### config.mk
export PLATFORM = sky130hd
export DESIGN_NAME = ep_handshake_ctrl
export DESIGN_NICKNAME = d
export VERILOG_FILES = /design/src/rtl/ep_hs_pkg.sv /design/src/rtl/ep_hs_slot.sv /design/src/rtl/ep_hs_match.sv /design/src/rtl/ep_hs_decide.sv /design/src/rtl/ep_handshake_ctrl.sv
export SDC_FILE = /design/constraint.sdc
export NUM_CORES = 1
export LEC_CHECK = 0
export ABC_AREA = 1
export CAP_MARGIN = 20
export CORE_MARGIN = 1
export CORE_UTILIZATION = 40
export DETAILED_ROUTE_END_ITERATION = 10
export PLACE_DENSITY = 0.65
export SYNTH_ARGS = -nofsm -noshare
export SYNTH_HDL_FRONTEND = slang
export SYNTH_SLANG_ARGS = --single-unit
### constraint.sdc
create_clock -name clk -period 7.2 [get_ports clk]
set_input_delay 1.08 -clock clk [delete_from_list [all_inputs] [get_ports clk]]
set_output_delay 1.08 -clock clk [all_outputs]
set_load 0.01 [all_outputs]
### src/rtl/ep_hs_pkg.sv
// Shared encodings for the endpoint handshake controller.
package ep_hs_pkg;
    typedef enum logic [1:0] {TOK_NONE = 2'd0, TOK_SETUP = 2'd1, TOK_IN = 2'd2, TOK_OUT = 2'd3} tok_e;
    typedef enum logic [2:0] {RSP_NONE = 3'd0, RSP_ACK = 3'd1, RSP_NAK = 3'd2,
                              RSP_STALL = 3'd3, RSP_DATA = 3'd4} rsp_e;
    typedef enum logic [2:0] {FLD_SEG = 3'd0, FLD_LEN = 3'd1, FLD_CTRL = 3'd2,
                              FLD_CMD = 3'd3, FLD_SETUP_SEG = 3'd4} fld_e;
    typedef enum logic [1:0] {DIR_OFF = 2'd0, DIR_OUT = 2'd1, DIR_IN = 2'd2, DIR_BAD = 2'd3} dir_e;

    localparam logic [2:0] ST_IN_ACK  = 3'b000;
    localparam logic [2:0] ST_IN_NAK  = 3'b001;
    localparam logic [2:0] ST_OUT_D0  = 3'b010;
    localparam logic [2:0] ST_SETUP   = 3'b011;
    localparam logic [2:0] ST_OUT_D1  = 3'b110;
    localparam logic [2:0] ST_ISO_END = 3'b111;

    // Per-slot state change requested by the transaction logic.
    typedef struct packed {
        logic       disarm;
        logic       len_en;
        logic       flip;
        logic       clr_stall;
        logic       code_en;
        logic [2:0] code;
    } upd_t;
endpackage

### src/rtl/ep_hs_slot.sv
// One endpoint slot: holds configuration, arm state, toggle, stall and last
// outcome. Assumes a configuration write and a transaction update may hit the
// same cycle; the configuration write then wins for any field both touch.
module ep_hs_slot import ep_hs_pkg::*; #(
    parameter int EPN_W = 4,
    parameter int SEG_W = 6,
    parameter int LEN_W = 9,
    parameter int CFG_W = 9
) (
    input  logic             clk,
    input  logic             rst_n,
    input  logic             wr_en,
    input  logic [2:0]       wr_field,
    input  logic [CFG_W-1:0] wr_data,
    input  logic             upd_en,
    input  upd_t             upd,
    input  logic [LEN_W-1:0] upd_len,
    output logic [EPN_W-1:0] epnum,
    output logic             iso,
    output logic [1:0]       dir,
    output logic             sync,
    output logic             clr_stall_en,
    output logic             stall,
    output logic             armed,
    output logic [LEN_W-1:0] len,
    output logic [SEG_W-1:0] seg,
    output logic [2:0]       code
);
    // Slot register update: transaction results first, then firmware writes.
    always_ff @(posedge clk) begin
        if (!rst_n) begin
            epnum        <= '0;
            iso          <= 1'b0;
            dir          <= DIR_OFF;
            sync         <= 1'b0;
            clr_stall_en <= 1'b0;
            stall        <= 1'b0;
            armed        <= 1'b0;
            len          <= '0;
            seg          <= '0;
            code         <= '0;
        end else begin
            if (upd_en) begin
                if (upd.code_en)   code  <= upd.code;
                if (upd.disarm)    armed <= 1'b0;
                if (upd.len_en)    len   <= upd_len;
                if (upd.flip)      sync  <= ~sync;
                if (upd.clr_stall) stall <= 1'b0;
            end
            if (wr_en) begin
                case (fld_e'(wr_field))
                    FLD_SEG: seg <= wr_data[SEG_W-1:0];
                    FLD_LEN: begin
                        len   <= wr_data[LEN_W-1:0];
                        armed <= 1'b1;
                    end
                    FLD_CTRL: begin
                        epnum        <= wr_data[EPN_W-1:0];
                        iso          <= wr_data[EPN_W];
                        dir          <= wr_data[EPN_W+2:EPN_W+1];
                        sync         <= wr_data[EPN_W+3];
                        clr_stall_en <= wr_data[EPN_W+4];
                    end
                    FLD_CMD: begin
                        if (wr_data[0]) armed <= 1'b0;
                        stall <= wr_data[1];
                    end
                    default: ;
                endcase
            end
        end
    end
endmodule

### src/rtl/ep_hs_match.sv
// Selects the slot answering a token: the lowest-index enabled slot whose
// endpoint-number field equals the token number. Purely combinational.
module ep_hs_match import ep_hs_pkg::*; #(
    parameter int NUM_EP = 8,
    parameter int EPN_W  = 4,
    parameter int SLOT_W = 3
) (
    input  logic [EPN_W-1:0]             tok_ep,
    input  logic [NUM_EP-1:0][EPN_W-1:0] epnum,
    input  logic [NUM_EP-1:0][1:0]       dir,
    output logic                         hit,
    output logic [SLOT_W-1:0]            slot
);
    // Scan downwards so the lowest matching index is the last to win.
    always_comb begin
        hit  = 1'b0;
        slot = '0;
        for (int i = NUM_EP - 1; i >= 0; i--) begin
            if ((dir[i] == DIR_OUT || dir[i] == DIR_IN) && epnum[i] == tok_ep) begin
                hit  = 1'b1;
                slot = SLOT_W'(i);
            end
        end
    end
endmodule

### src/rtl/ep_hs_decide.sv
// Handshake decision for one token against the selected slot. Assumes the
// token's data phase is complete (rx_count, rx_pid valid) when tok_valid is high.
module ep_hs_decide import ep_hs_pkg::*; #(
    parameter int              SEG_W       = 6,
    parameter int              LEN_W       = 9,
    parameter int              ADDR_W      = 12,
    parameter logic [ADDR_W-1:0] SRAM_BASE = '0,
    parameter int              SETUP_LIMIT = 8
) (
    input  logic              tok_valid,
    input  logic [1:0]        tok_type,
    input  logic              rx_pid,
    input  logic [LEN_W-1:0]  rx_count,
    input  logic              hit,
    input  logic              iso,
    input  logic [1:0]        dir,
    input  logic              sync,
    input  logic              clr_stall_en,
    input  logic              stall,
    input  logic              armed,
    input  logic [LEN_W-1:0]  len,
    input  logic [SEG_W-1:0]  seg,
    input  logic [SEG_W-1:0]  setup_seg,
    output rsp_e              rsp,
    output logic              ev,
    output logic [2:0]        code,
    output upd_t              upd,
    output logic [LEN_W-1:0]  upd_len,
    output logic              ovr_en,
    output logic              ovr_val,
    output logic              pend_start,
    output logic              tx_pid,
    output logic [ADDR_W-1:0] buf_addr,
    output logic [LEN_W-1:0]  tx_len
);
    localparam int PAD_W = ADDR_W - SEG_W - 3;

    // Response, outcome code and slot update for the current token.
    always_comb begin
        rsp        = RSP_NONE;
        ev         = 1'b0;
        code       = ST_IN_ACK;
        upd        = '0;
        upd_len    = rx_count;
        ovr_en     = 1'b0;
        ovr_val    = 1'b0;
        pend_start = 1'b0;
        tx_pid     = sync;
        tx_len     = len;
        buf_addr   = SRAM_BASE + {{PAD_W{1'b0}}, seg, 3'b000};
        if (tok_valid && hit) begin
            case (tok_e'(tok_type))
                TOK_SETUP: begin
                    rsp           = RSP_ACK;
                    buf_addr      = SRAM_BASE + {{PAD_W{1'b0}}, setup_seg, 3'b000};
                    ev            = 1'b1;
                    code          = ST_SETUP;
                    upd.clr_stall = clr_stall_en;
                    ovr_en        = 1'b1;
                    ovr_val       = (rx_count > LEN_W'(SETUP_LIMIT));
                end
                TOK_IN: begin
                    if (dir == DIR_IN) begin
                        if (stall) begin
                            rsp = RSP_STALL;
                        end else if (!armed) begin
                            rsp  = RSP_NAK;
                            ev   = 1'b1;
                            code = ST_IN_NAK;
                        end else begin
                            rsp = RSP_DATA;
                            if (iso) begin
                                ev         = 1'b1;
                                code       = ST_ISO_END;
                                upd.disarm = 1'b1;
                            end else begin
                                pend_start = 1'b1;
                            end
                        end
                    end
                end
                TOK_OUT: begin
                    if (dir == DIR_OUT) begin
                        if (stall) begin
                            rsp = RSP_STALL;
                        end else if (!armed) begin
                            rsp = RSP_NAK;
                        end else begin
                            rsp        = iso ? RSP_NONE : RSP_ACK;
                            ev         = 1'b1;
                            code       = iso ? ST_ISO_END : (rx_pid ? ST_OUT_D1 : ST_OUT_D0);
                            upd.disarm = 1'b1;
                            upd.len_en = 1'b1;
                            ovr_en     = 1'b1;
                            ovr_val    = (rx_count > len);
                        end
                    end
                end
                default: ;
            endcase
            upd.code_en = ev;
            upd.code    = code;
        end
    end
endmodule

### src/rtl/ep_handshake_ctrl.sv
// Top of the endpoint handshake controller: slot array, token matching,
// decision, pending-IN tracking and registered outputs. Assumes host_ack is
// only presented on cycles without a token.
module ep_handshake_ctrl import ep_hs_pkg::*; #(
    parameter int                NUM_EP      = 8,
    parameter int                EPN_W       = 4,
    parameter int                SEG_W       = 6,
    parameter int                LEN_W       = 9,
    parameter int                ADDR_W      = 12,
    parameter logic [ADDR_W-1:0] SRAM_BASE   = 'h400,
    parameter int                SETUP_LIMIT = 8,
    localparam int               SLOT_W      = $clog2(NUM_EP),
    localparam int               CFG_W       = (LEN_W > EPN_W + 5) ? LEN_W : EPN_W + 5
) (
    input  logic              clk,
    input  logic              rst_n,
    input  logic              cfg_we,
    input  logic [SLOT_W-1:0] cfg_slot,
    input  logic [2:0]        cfg_field,
    input  logic [CFG_W-1:0]  cfg_wdata,
    input  logic              tok_valid,
    input  logic [1:0]        tok_type,
    input  logic [EPN_W-1:0]  tok_ep,
    input  logic              rx_pid,
    input  logic [LEN_W-1:0]  rx_count,
    input  logic              host_ack,
    output logic [2:0]        rsp_code,
    output logic              tx_pid,
    output logic [ADDR_W-1:0] buf_addr,
    output logic [LEN_W-1:0]  tx_len,
    output logic              ev_valid,
    output logic [SLOT_W-1:0] ev_slot,
    output logic [2:0]        ev_code,
    output logic              overrun,
    input  logic [SLOT_W-1:0] rd_slot,
    output logic [LEN_W-1:0]  rd_len,
    output logic              rd_armed,
    output logic              rd_sync,
    output logic              rd_stall,
    output logic [2:0]        rd_code,
    output logic [1:0]        rd_cmd
);
    logic [NUM_EP-1:0][EPN_W-1:0] s_ep;
    logic [NUM_EP-1:0][1:0]       s_dir;
    logic [NUM_EP-1:0][LEN_W-1:0] s_len;
    logic [NUM_EP-1:0][SEG_W-1:0] s_seg;
    logic [NUM_EP-1:0][2:0]       s_code;
    logic [NUM_EP-1:0]            s_iso, s_sync, s_clr, s_stall, s_armed;

    logic              m_hit;
    logic [SLOT_W-1:0] m_slot;
    logic [SEG_W-1:0]  setup_seg;
    logic              pend_valid;
    logic [SLOT_W-1:0] pend_slot;
    logic              ack_fire;

    rsp_e              d_rsp;
    logic              d_ev, d_ovr_en, d_ovr_val, d_pend, d_pid;
    logic [2:0]        d_code;
    upd_t              d_upd, ack_upd;
    logic [LEN_W-1:0]  d_upd_len, d_len;
    logic [ADDR_W-1:0] d_addr;

    logic              sel_stall;
    logic [1:0]        sel_dir;

    assign ack_fire  = host_ack && pend_valid && !tok_valid;
    assign sel_stall = s_stall[m_slot];
    assign sel_dir   = s_dir[m_slot];

    // Update requested when the host acknowledges pending IN data.
    always_comb begin
        ack_upd         = '0;
        ack_upd.disarm  = 1'b1;
        ack_upd.flip    = 1'b1;
        ack_upd.code_en = 1'b1;
        ack_upd.code    = ST_IN_ACK;
    end

    for (genvar g = 0; g < NUM_EP; g++) begin : g_slot
        logic slot_wr, slot_tok, slot_ack;
        assign slot_wr  = cfg_we && cfg_slot == SLOT_W'(g) && fld_e'(cfg_field) != FLD_SETUP_SEG;
        assign slot_tok = tok_valid && m_hit && m_slot == SLOT_W'(g);
        assign slot_ack = ack_fire && pend_slot == SLOT_W'(g);
        ep_hs_slot #(.EPN_W(EPN_W), .SEG_W(SEG_W), .LEN_W(LEN_W), .CFG_W(CFG_W)) u_slot (
            .clk(clk), .rst_n(rst_n),
            .wr_en(slot_wr), .wr_field(cfg_field), .wr_data(cfg_wdata),
            .upd_en(slot_tok || slot_ack),
            .upd(slot_ack ? ack_upd : d_upd),
            .upd_len(d_upd_len),
            .epnum(s_ep[g]), .iso(s_iso[g]), .dir(s_dir[g]), .sync(s_sync[g]),
            .clr_stall_en(s_clr[g]), .stall(s_stall[g]), .armed(s_armed[g]),
            .len(s_len[g]), .seg(s_seg[g]), .code(s_code[g])
        );
    end

    ep_hs_match #(.NUM_EP(NUM_EP), .EPN_W(EPN_W), .SLOT_W(SLOT_W)) u_match (
        .tok_ep(tok_ep), .epnum(s_ep), .dir(s_dir), .hit(m_hit), .slot(m_slot)
    );

    ep_hs_decide #(.SEG_W(SEG_W), .LEN_W(LEN_W), .ADDR_W(ADDR_W),
                   .SRAM_BASE(SRAM_BASE), .SETUP_LIMIT(SETUP_LIMIT)) u_decide (
        .tok_valid(tok_valid), .tok_type(tok_type), .rx_pid(rx_pid), .rx_count(rx_count),
        .hit(m_hit), .iso(s_iso[m_slot]), .dir(sel_dir), .sync(s_sync[m_slot]),
        .clr_stall_en(s_clr[m_slot]), .stall(sel_stall), .armed(s_armed[m_slot]),
        .len(s_len[m_slot]), .seg(s_seg[m_slot]), .setup_seg(setup_seg),
        .rsp(d_rsp), .ev(d_ev), .code(d_code), .upd(d_upd), .upd_len(d_upd_len),
        .ovr_en(d_ovr_en), .ovr_val(d_ovr_val), .pend_start(d_pend),
        .tx_pid(d_pid), .buf_addr(d_addr), .tx_len(d_len)
    );

    // Setup segment register, written through its own field code.
    always_ff @(posedge clk) begin
        if (!rst_n)
            setup_seg <= '0;
        else if (cfg_we && fld_e'(cfg_field) == FLD_SETUP_SEG)
            setup_seg <= cfg_wdata[SEG_W-1:0];
    end

    // Registered token results, event pulse, overrun flag and pending IN.
    always_ff @(posedge clk) begin
        if (!rst_n) begin
            rsp_code   <= RSP_NONE;
            tx_pid     <= 1'b0;
            buf_addr   <= '0;
            tx_len     <= '0;
            ev_valid   <= 1'b0;
            ev_slot    <= '0;
            ev_code    <= '0;
            overrun    <= 1'b0;
            pend_valid <= 1'b0;
            pend_slot  <= '0;
        end else begin
            rsp_code <= tok_valid ? d_rsp : RSP_NONE;
            if (tok_valid && m_hit) begin
                tx_pid   <= d_pid;
                buf_addr <= d_addr;
                tx_len   <= d_len;
            end
            ev_valid <= d_ev || ack_fire;
            ev_slot  <= ack_fire ? pend_slot : m_slot;
            ev_code  <= ack_fire ? ST_IN_ACK : d_code;
            if (d_ovr_en) overrun <= d_ovr_val;
            if (tok_valid) begin
                pend_valid <= d_pend;
                pend_slot  <= m_slot;
            end else if (ack_fire) begin
                pend_valid <= 1'b0;
            end
        end
    end

    // Side readback of one slot.
    assign rd_len   = s_len[rd_slot];
    assign rd_armed = s_armed[rd_slot];
    assign rd_sync  = s_sync[rd_slot];
    assign rd_stall = s_stall[rd_slot];
    assign rd_code  = s_code[rd_slot];
    assign rd_cmd   = {s_stall[rd_slot], 1'b0};
endmodule

**Word-level counts from Yosys, hierarchy flattened**

Index checks and enable logic that the tools add are counted.

- Bitwise operators: 10
- Order comparisons: 4
- Add/sub/neg operators: 2
- Multiplexer cells: 241
- Equality and inequality tests: 55
- Reduce and logical (&&, ||, !) cells: 93

Operators with widths:

| operator | number |
|---|---|
| 2-to-1 mux 9 bit | 34 |
| 2-to-1 mux 1 bit | 139 |
| 2-to-1 mux 3 bit | 25 |
| 2-to-1 mux 8 bit | 8 |
| binary-select mux 9 bit (select 3 bit) | 2 |
| AND reduction 2 bit | 24 |
| logical AND 1 bit | 44 |
| equality test 3 bit, second input constant | 13 |
| equality test 4 bit | 8 |
| adder 11 x 9 -> 12 bit, first input constant | 2 |
| binary-select mux 1 bit (select 3 bit) | 8 |
| equality test 3 x 2 -> 1 bit, second input constant | 8 |
| equality test 2 bit, second input constant | 11 |
| case mux 1 bit (2 select lines) | 11 |
| equality test 2 x 1 -> 1 bit, second input constant | 10 |
| binary-select mux 6 bit (select 3 bit) | 1 |
| case mux 3 bit (3 select lines) | 2 |
| logical OR 1 bit | 17 |
| equality test 3 x 1 -> 1 bit, second input constant | 4 |
| logical NOT 3 bit | 4 |
| 2-to-1 mux 12 bit | 1 |
| 2-to-1 mux 2 bit | 5 |
| inverter 1 bit | 10 |
| binary-select mux 3 bit (select 3 bit) | 1 |
| other kinds (12) | 13 |

- Input bits: 39
- Word-level logic and storage cells: 496
- Register bits: 275
- Output and inout bits: 50

**Longest topological paths before layout**

- Word-level depth: 25
- Gate-level depth with buffers: 34

**Cells and area by module**

Synthesis repeated with hierarchy kept, for this count alone.

- Cells, all modules: 3,263
- Area total of the unflattened synthesis: 18,914.4 um2

Modules (own cells, without submodules):

| module | cells an instance | area each (um2) | times used | sequential area each (um2) |
|---|---|---|---|---|
| ep_hs_slot | 219 | 1,443.9 | 8 | 580.6 |
| ep_handshake_ctrl | 1,242 | 5,833.1 | 1 | 860.8 |
| ep_hs_decide | 152 | 832.0 | 1 | 0.0 |
| ep_hs_match | 117 | 698.2 | 1 | 0.0 |

**Worst setup path after synthesis**

OpenSTA, ideal clock, no wires.

- Kind: input to register
- Start point: input port tok_ep[1]
- End point: register overrun
- Slack: 2,925 ps
- Data required time: 7,078 ps
- Setup time: 122 ps
- Arrival: 4,153 ps
- Cell stages on the path: 33
- Path buffers: 4
- Cell sequence: buf_4 inv_2 nand2_1 nand2_1 nand3_1 nor2_2 inv_1 nand2_1 nand2_1 nand2_1 nand2_2 buf_6 buf_6 nand2_2 clkbuf_1 o22ai_1 a21oi_1 o21ai_0 o21ai_0 inv_1 ha_1 nand2_1 nor2_1 a211oi_1 o21ai_0 nand3_1 nand2_1 a21oi_1 nor2_1 o21ai_0 o22ai_1 inv_1 a21oi_1

- Longest elaborated chain between the ends: 18
- Elaborated cells on any way between the ends: 53

RTL lines:

| element | RTL line | source |
|---|---|---|
| start, declared | ep_handshake_ctrl.sv:23 | `input logic [EPN_W-1:0] tok_ep,` |
| equality test 4 bit | ep_hs_match.sv:19 | `if ((dir[i] == DIR_OUT \|\| dir[i] == DIR_IN) && epnum[i] == tok_ep) begin` |
| logical AND 1 bit | ep_hs_match.sv:19 |  |
| 2-to-1 mux 3 bit (8 in a row) | ep_hs_match.sv:19 |  |
| binary-select mux 9 bit (select 3 bit) | ep_handshake_ctrl.sv:106 | `.len(s_len[m_slot]), .seg(s_seg[m_slot]), .setup_seg(setup_seg),` |
| 2-to-1 mux 9 bit (not written as such) | ep_handshake_ctrl.sv:106 |  |
| > comparator 9 bit | ep_hs_decide.sv:95 | `ovr_val = (rx_count > len);` |
| 2-to-1 mux 1 bit | ep_hs_decide.sv:86 | `end else if (!armed) begin` |
| 2-to-1 mux 1 bit | ep_hs_decide.sv:84 | `if (stall) begin` |
| 2-to-1 mux 1 bit | ep_hs_decide.sv:83 | `if (dir == DIR_OUT) begin` |
| case mux 1 bit (2 select lines) | ep_hs_decide.sv:52 | `case (tok_e'(tok_type))` |
| 2-to-1 mux 1 bit | ep_hs_decide.sv:51 | `if (tok_valid && hit) begin` |
| end signal, assigned | ep_handshake_ctrl.sv:143 | `if (d_ovr_en) overrun <= d_ovr_val;` |
| end, declared | ep_handshake_ctrl.sv:34 | `output logic overrun,` |

Parallel ways exist; a longest one is shown, timed or not. The select of a mux whose other input is x is not followed.
A chain may end at the register's enable or synchronous reset.

**Worst setup path in the final report**

- Start point: input port tok_ep[0]
- End point: register overrun

- Longest elaborated chain between the ends: 18
- Elaborated cells on any way between the ends: 53

RTL lines:

| element | RTL line | source |
|---|---|---|
| equality test 4 bit | ep_hs_match.sv:19 |  |
| logical AND 1 bit | ep_hs_match.sv:19 |  |
| 2-to-1 mux 3 bit (7 in a row) | ep_hs_match.sv:19 |  |
| 2-to-1 mux 3 bit * | ep_hs_match.sv:19 |  |
| binary-select mux 9 bit (select 3 bit) * | ep_handshake_ctrl.sv:106 |  |
| 2-to-1 mux 9 bit (not written as such) * | ep_handshake_ctrl.sv:106 |  |
| via d_len[0] | ep_handshake_ctrl.sv:61 | `logic [LEN_W-1:0] d_upd_len, d_len;` |
| > comparator 9 bit * | ep_hs_decide.sv:95 |  |
| 2-to-1 mux 1 bit * | ep_hs_decide.sv:86 |  |
| 2-to-1 mux 1 bit * | ep_hs_decide.sv:84 |  |
| 2-to-1 mux 1 bit * | ep_hs_decide.sv:83 |  |
| case mux 1 bit (2 select lines) * | ep_hs_decide.sv:52 |  |
| 2-to-1 mux 1 bit * | ep_hs_decide.sv:51 |  |

The timed path passes the listed nets; every way through them passes the cells marked *. The select of a mux whose other input is x is not followed.

==> flow_summary.toml <==
[sta]
hold_viol_final = 0
post-route-period-util_pct = 78.5
final_max_slew_viol_count = 0
tightestPinTransition_ps = 1100
finalSetupViolCount = 0
rsz0062_at_grt = "no"
slew_headroom_pct = 26.6
clock_skew_ps = 21.1
fmax_ghz = 0.177
setup-tns-final_ps = 0
period_needed_ps = 5650
layout_setup_ws_ps = 1550

[run]
cap_violations = 0

[detailed_routing]
ant_nets = 0
drc_errors = 0
drt_wl_total_um = 52800
vias = 14889
wire_per_inst_um = 20.0
drt_iter0_drc = 1498
drt_first_pass_iters = 6
vias_per_cell = 5.65

[layout]
area_growth_pct = 14.6
final_cell_mix = "317 x nand2_1, 284 x o21ai_0, 270 x dfxtp_1, 268 x inv_1, 233 x a21oi_1"
antenna_cells = 0
seq_area_mm2 = 0.00541
fin_nets = 2196
final_core_util_pct = 46.6
multi_input_area_mm2 = 0.00734
fillers = 3590
layout_commonest_cell = "nand2_1"
drive_gt1_share_pct = 6.49

[global_route]
gr-total-overflow = 0
grt_antenna_before_repair = 0
grt_max_degree = 113
grt_pass1_vias = 13243
grt_pass1_wl_um = 79600
grt_usage_pct = 28.4

[floorplan]
fp.dieArea_mm2 = 0.0368
rows = 69
start_util_pct = 40.6
chipWidth_um = 192
core-area_mm2 = 0.0355
die_h_um = 192
io_pins = 89

[yosys]
yosys_warnings = 0
synth_edf_count = 0
syn_area_per_cell_um2 = 6.79
synth_area_mm2 = 0.0144
ys_ff_latch = 270
synth_ff_type = "dfxtp_1"
syn-instance-count = 2125
yosysSeqAreaShare_pct = 37.5
synthArstFlopShare_pct = 0
yosys.cell_types.count = 50

[worst_setup_path]
rr_endpoint = "overrun"
required_ps = 7660
start_kind = "primary input"
r2r_slack_ps = 2450
crit-reg2reg-launch = "g_slot[5].u_slot.dir[0]"
cp_data_arrival_time_ps = 6110
cp_max_fo = 20
end_kind = "register"
rr_worst_depth = 26
critPathKind = "primary input to register"

[clock_tree]
postCtsHoldBufs = 0
cts_resized = 0
cts_setup_buffers = 0
cts_root_buffer = "clkbuf_16"
insertion_delay_ps = 530
clockBufferDepth = 3
clk_pin_slew_ps = 60
h-tree-depth = 2
numCtsBuffers = 34
cts_tree = "done"
cts_sinks = 270

[worst_hold_path]
hold_end = "setup_seg[0]"
hp-start = "setup_seg[0]"
hp-class = "register to register"
holdPathStages = 2

[placement]
port-buffer-count = 82
gp_congestion = 0.956
dp_hpwl_um = 36300
place_ws_ps = 1140

[power_and_ir_drop]
p_leak_uw = 0.00711
vdd_drop_max_mv = 0.203
power_density_mw_per_mm2 = 211

[run_status]
status = "finished, final reports clean"
==> power breakdown <==
group          switching [uW]  internal, uW
combinational             180          83.3
clock                     677          1040
sequential               6.97          1500
total                     864          2620
==> final cells by class <==
| class | count | area share, % |
|---|---|---|
| multi-input combinational | 1448 | 44.4 |
| sequential | 270 | 32.7 |
| inverter | 287 | 6.53 |
| clock buffer | 53 | 6.33 |
| timing repair buffer | 107 | 6.06 |
| tap | 461 | 3.49 |
| clock inverter | 8 | 0.462 |
==> sequential cells by signal, summed over array words and instances (netlist names), 6 cells and up <==
register	count
g_slot.u_slot.stall	8
tx_len	9
g_slot.u_slot.armed	8
g_slot.u_slot.code	24
setup_seg	6
g_slot.u_slot.epnum	32
g_slot.u_slot.dir	16
g_slot.u_slot.len	72
g_slot.u_slot.seg	48
g_slot.u_slot.clr_stall_en	8
g_slot.u_slot.sync	8
g_slot.u_slot.iso	8
buf_addr	7
==> through the flow <==
stage | std cells | total power, uW | hold WS, ps | instance area [um2]
2_1_floorplan | 2130 | 1690 | 425 | 14400
3_3_place_gp | 2571 | 1800 | 432 | 15400
3_5_place_dp | 2572 | 1800 | 443 | 15400
4_1_cts | 2633 | 3510 | 452 | 16500
5_1_grt | 2634 | 3600 | 465 | 16500
6_report | 2634 | 3490 | 451 | 16500
==> metal layers <==
layer / track usage (%) / wire length (um)
met1: 39.2 / 22900
met2: 44.2 / 23300
met3: 4.71 / 4950
met4: 10.5 / 1680
met5: 0 / 0
==> how the worst max path moves through the flow <==
| stage | start | end | slack [ps] | depth (start not counted) |
|---|---|---|---|---|
| 3_3_place_gp | tok_ep[1] | overrun | 1330 | 29 |
| 4_1_cts | tok_ep[0] | overrun | 1680 | 28 |
| 6_report | tok_ep[0] | overrun | 1550 | 27 |
| 2_1_floorplan | tok_ep[1] | overrun | 2920 | 33 |
| 3_5_place_dp | tok_ep[0] | overrun | 1140 | 28 |
| 5_1_grt | tok_ep[3] | overrun | 1170 | 30 |
==> synth_stat cells, types with 2 or more instances <==
| master | instances | area (um2) |
|---|---|---|
| a211oi_1 | 2 | 15.0 |
| a21oi_1 | 233 | 1170 |
| a21oi_2 | 9 | 78.8 |
| a221oi_1 | 30 | 263 |
| a31oi_1 | 17 | 106 |
| a32o_1 | 6 | 60.1 |
| buf_1 | 2 | 7.51 |
| buf_2 | 3 | 15.0 |
| buf_4 | 12 | 90.1 |
| buf_6 | 13 | 146 |
| clkbuf_1 | 95 | 357 |
| clkinv_1 | 6 | 22.5 |
| dfxtp_1 | 270 | 5410 |
| ha_1 | 9 | 113 |
| inv_1 | 268 | 1010 |
| inv_2 | 12 | 45.0 |
| nand2_1 | 317 | 1190 |
| nand2_2 | 7 | 43.8 |
| nand2_4 | 11 | 124 |
| nand3_1 | 80 | 400 |
| nand3_2 | 3 | 30.0 |
| nand4_1 | 15 | 93.8 |
| nor2_1 | 202 | 758 |
| nor2_2 | 10 | 62.6 |
| nor2_4 | 2 | 22.5 |
| nor3_1 | 14 | 70.1 |
| nor3_2 | 2 | 20.0 |
| nor3b_1 | 2 | 15.0 |
| o211ai_1 | 3 | 22.5 |
| o21ai_0 | 284 | 1420 |
| o21ai_1 | 83 | 415 |
| o21bai_1 | 32 | 240 |
| o221ai_1 | 13 | 114 |
| o22ai_1 | 13 | 81.3 |
| or2_2 | 2 | 12.5 |
| xnor2_1 | 17 | 149 |
| xor2_1 | 13 | 114 |
==> worst max-delay path, stage by stage <==
cell	delay [ps]
clkdlybuf4s50_1	760
xnor2_1	180
nand3_1	120
nor2_2	130
inv_1	50
nand2_1	60
nand2_1	40
nand2_1	70
nand2_2	250
nand2_2	250
nand2_2	220
nor2_2	670
clkinv_1	350
o221ai_1	360
o21ai_0	220
ha_1	240
nor2_1	100
a211oi_1	50
o21ai_0	160
nand3_1	90
nand2_1	80
a21oi_1	70
nor2_1	90
o21ai_0	80
o22ai_1	130
inv_1	60
a21oi_1	120
==> cell families (layout without fill, tap and decap cells) <==
kind of cell | count (synthesis) | in the layout | share of synthesized area [%]
AO/OA/AOI/OAI | 729 | 729 | 27.9
AND/OR/NAND/NOR | 674 | 674 | 20.2
buffers and inverters | 412 | 455 | 11.8
flip-flops | 270 | 270 | 37.5
XOR/XNOR | 30 | 30 | 1.82
adder cells (fa/ha/maj) | 9 | 9 | 0.781
other | 1 | 6 | 0.0260
No activity file was read; power rests on OpenSTA's default activity.
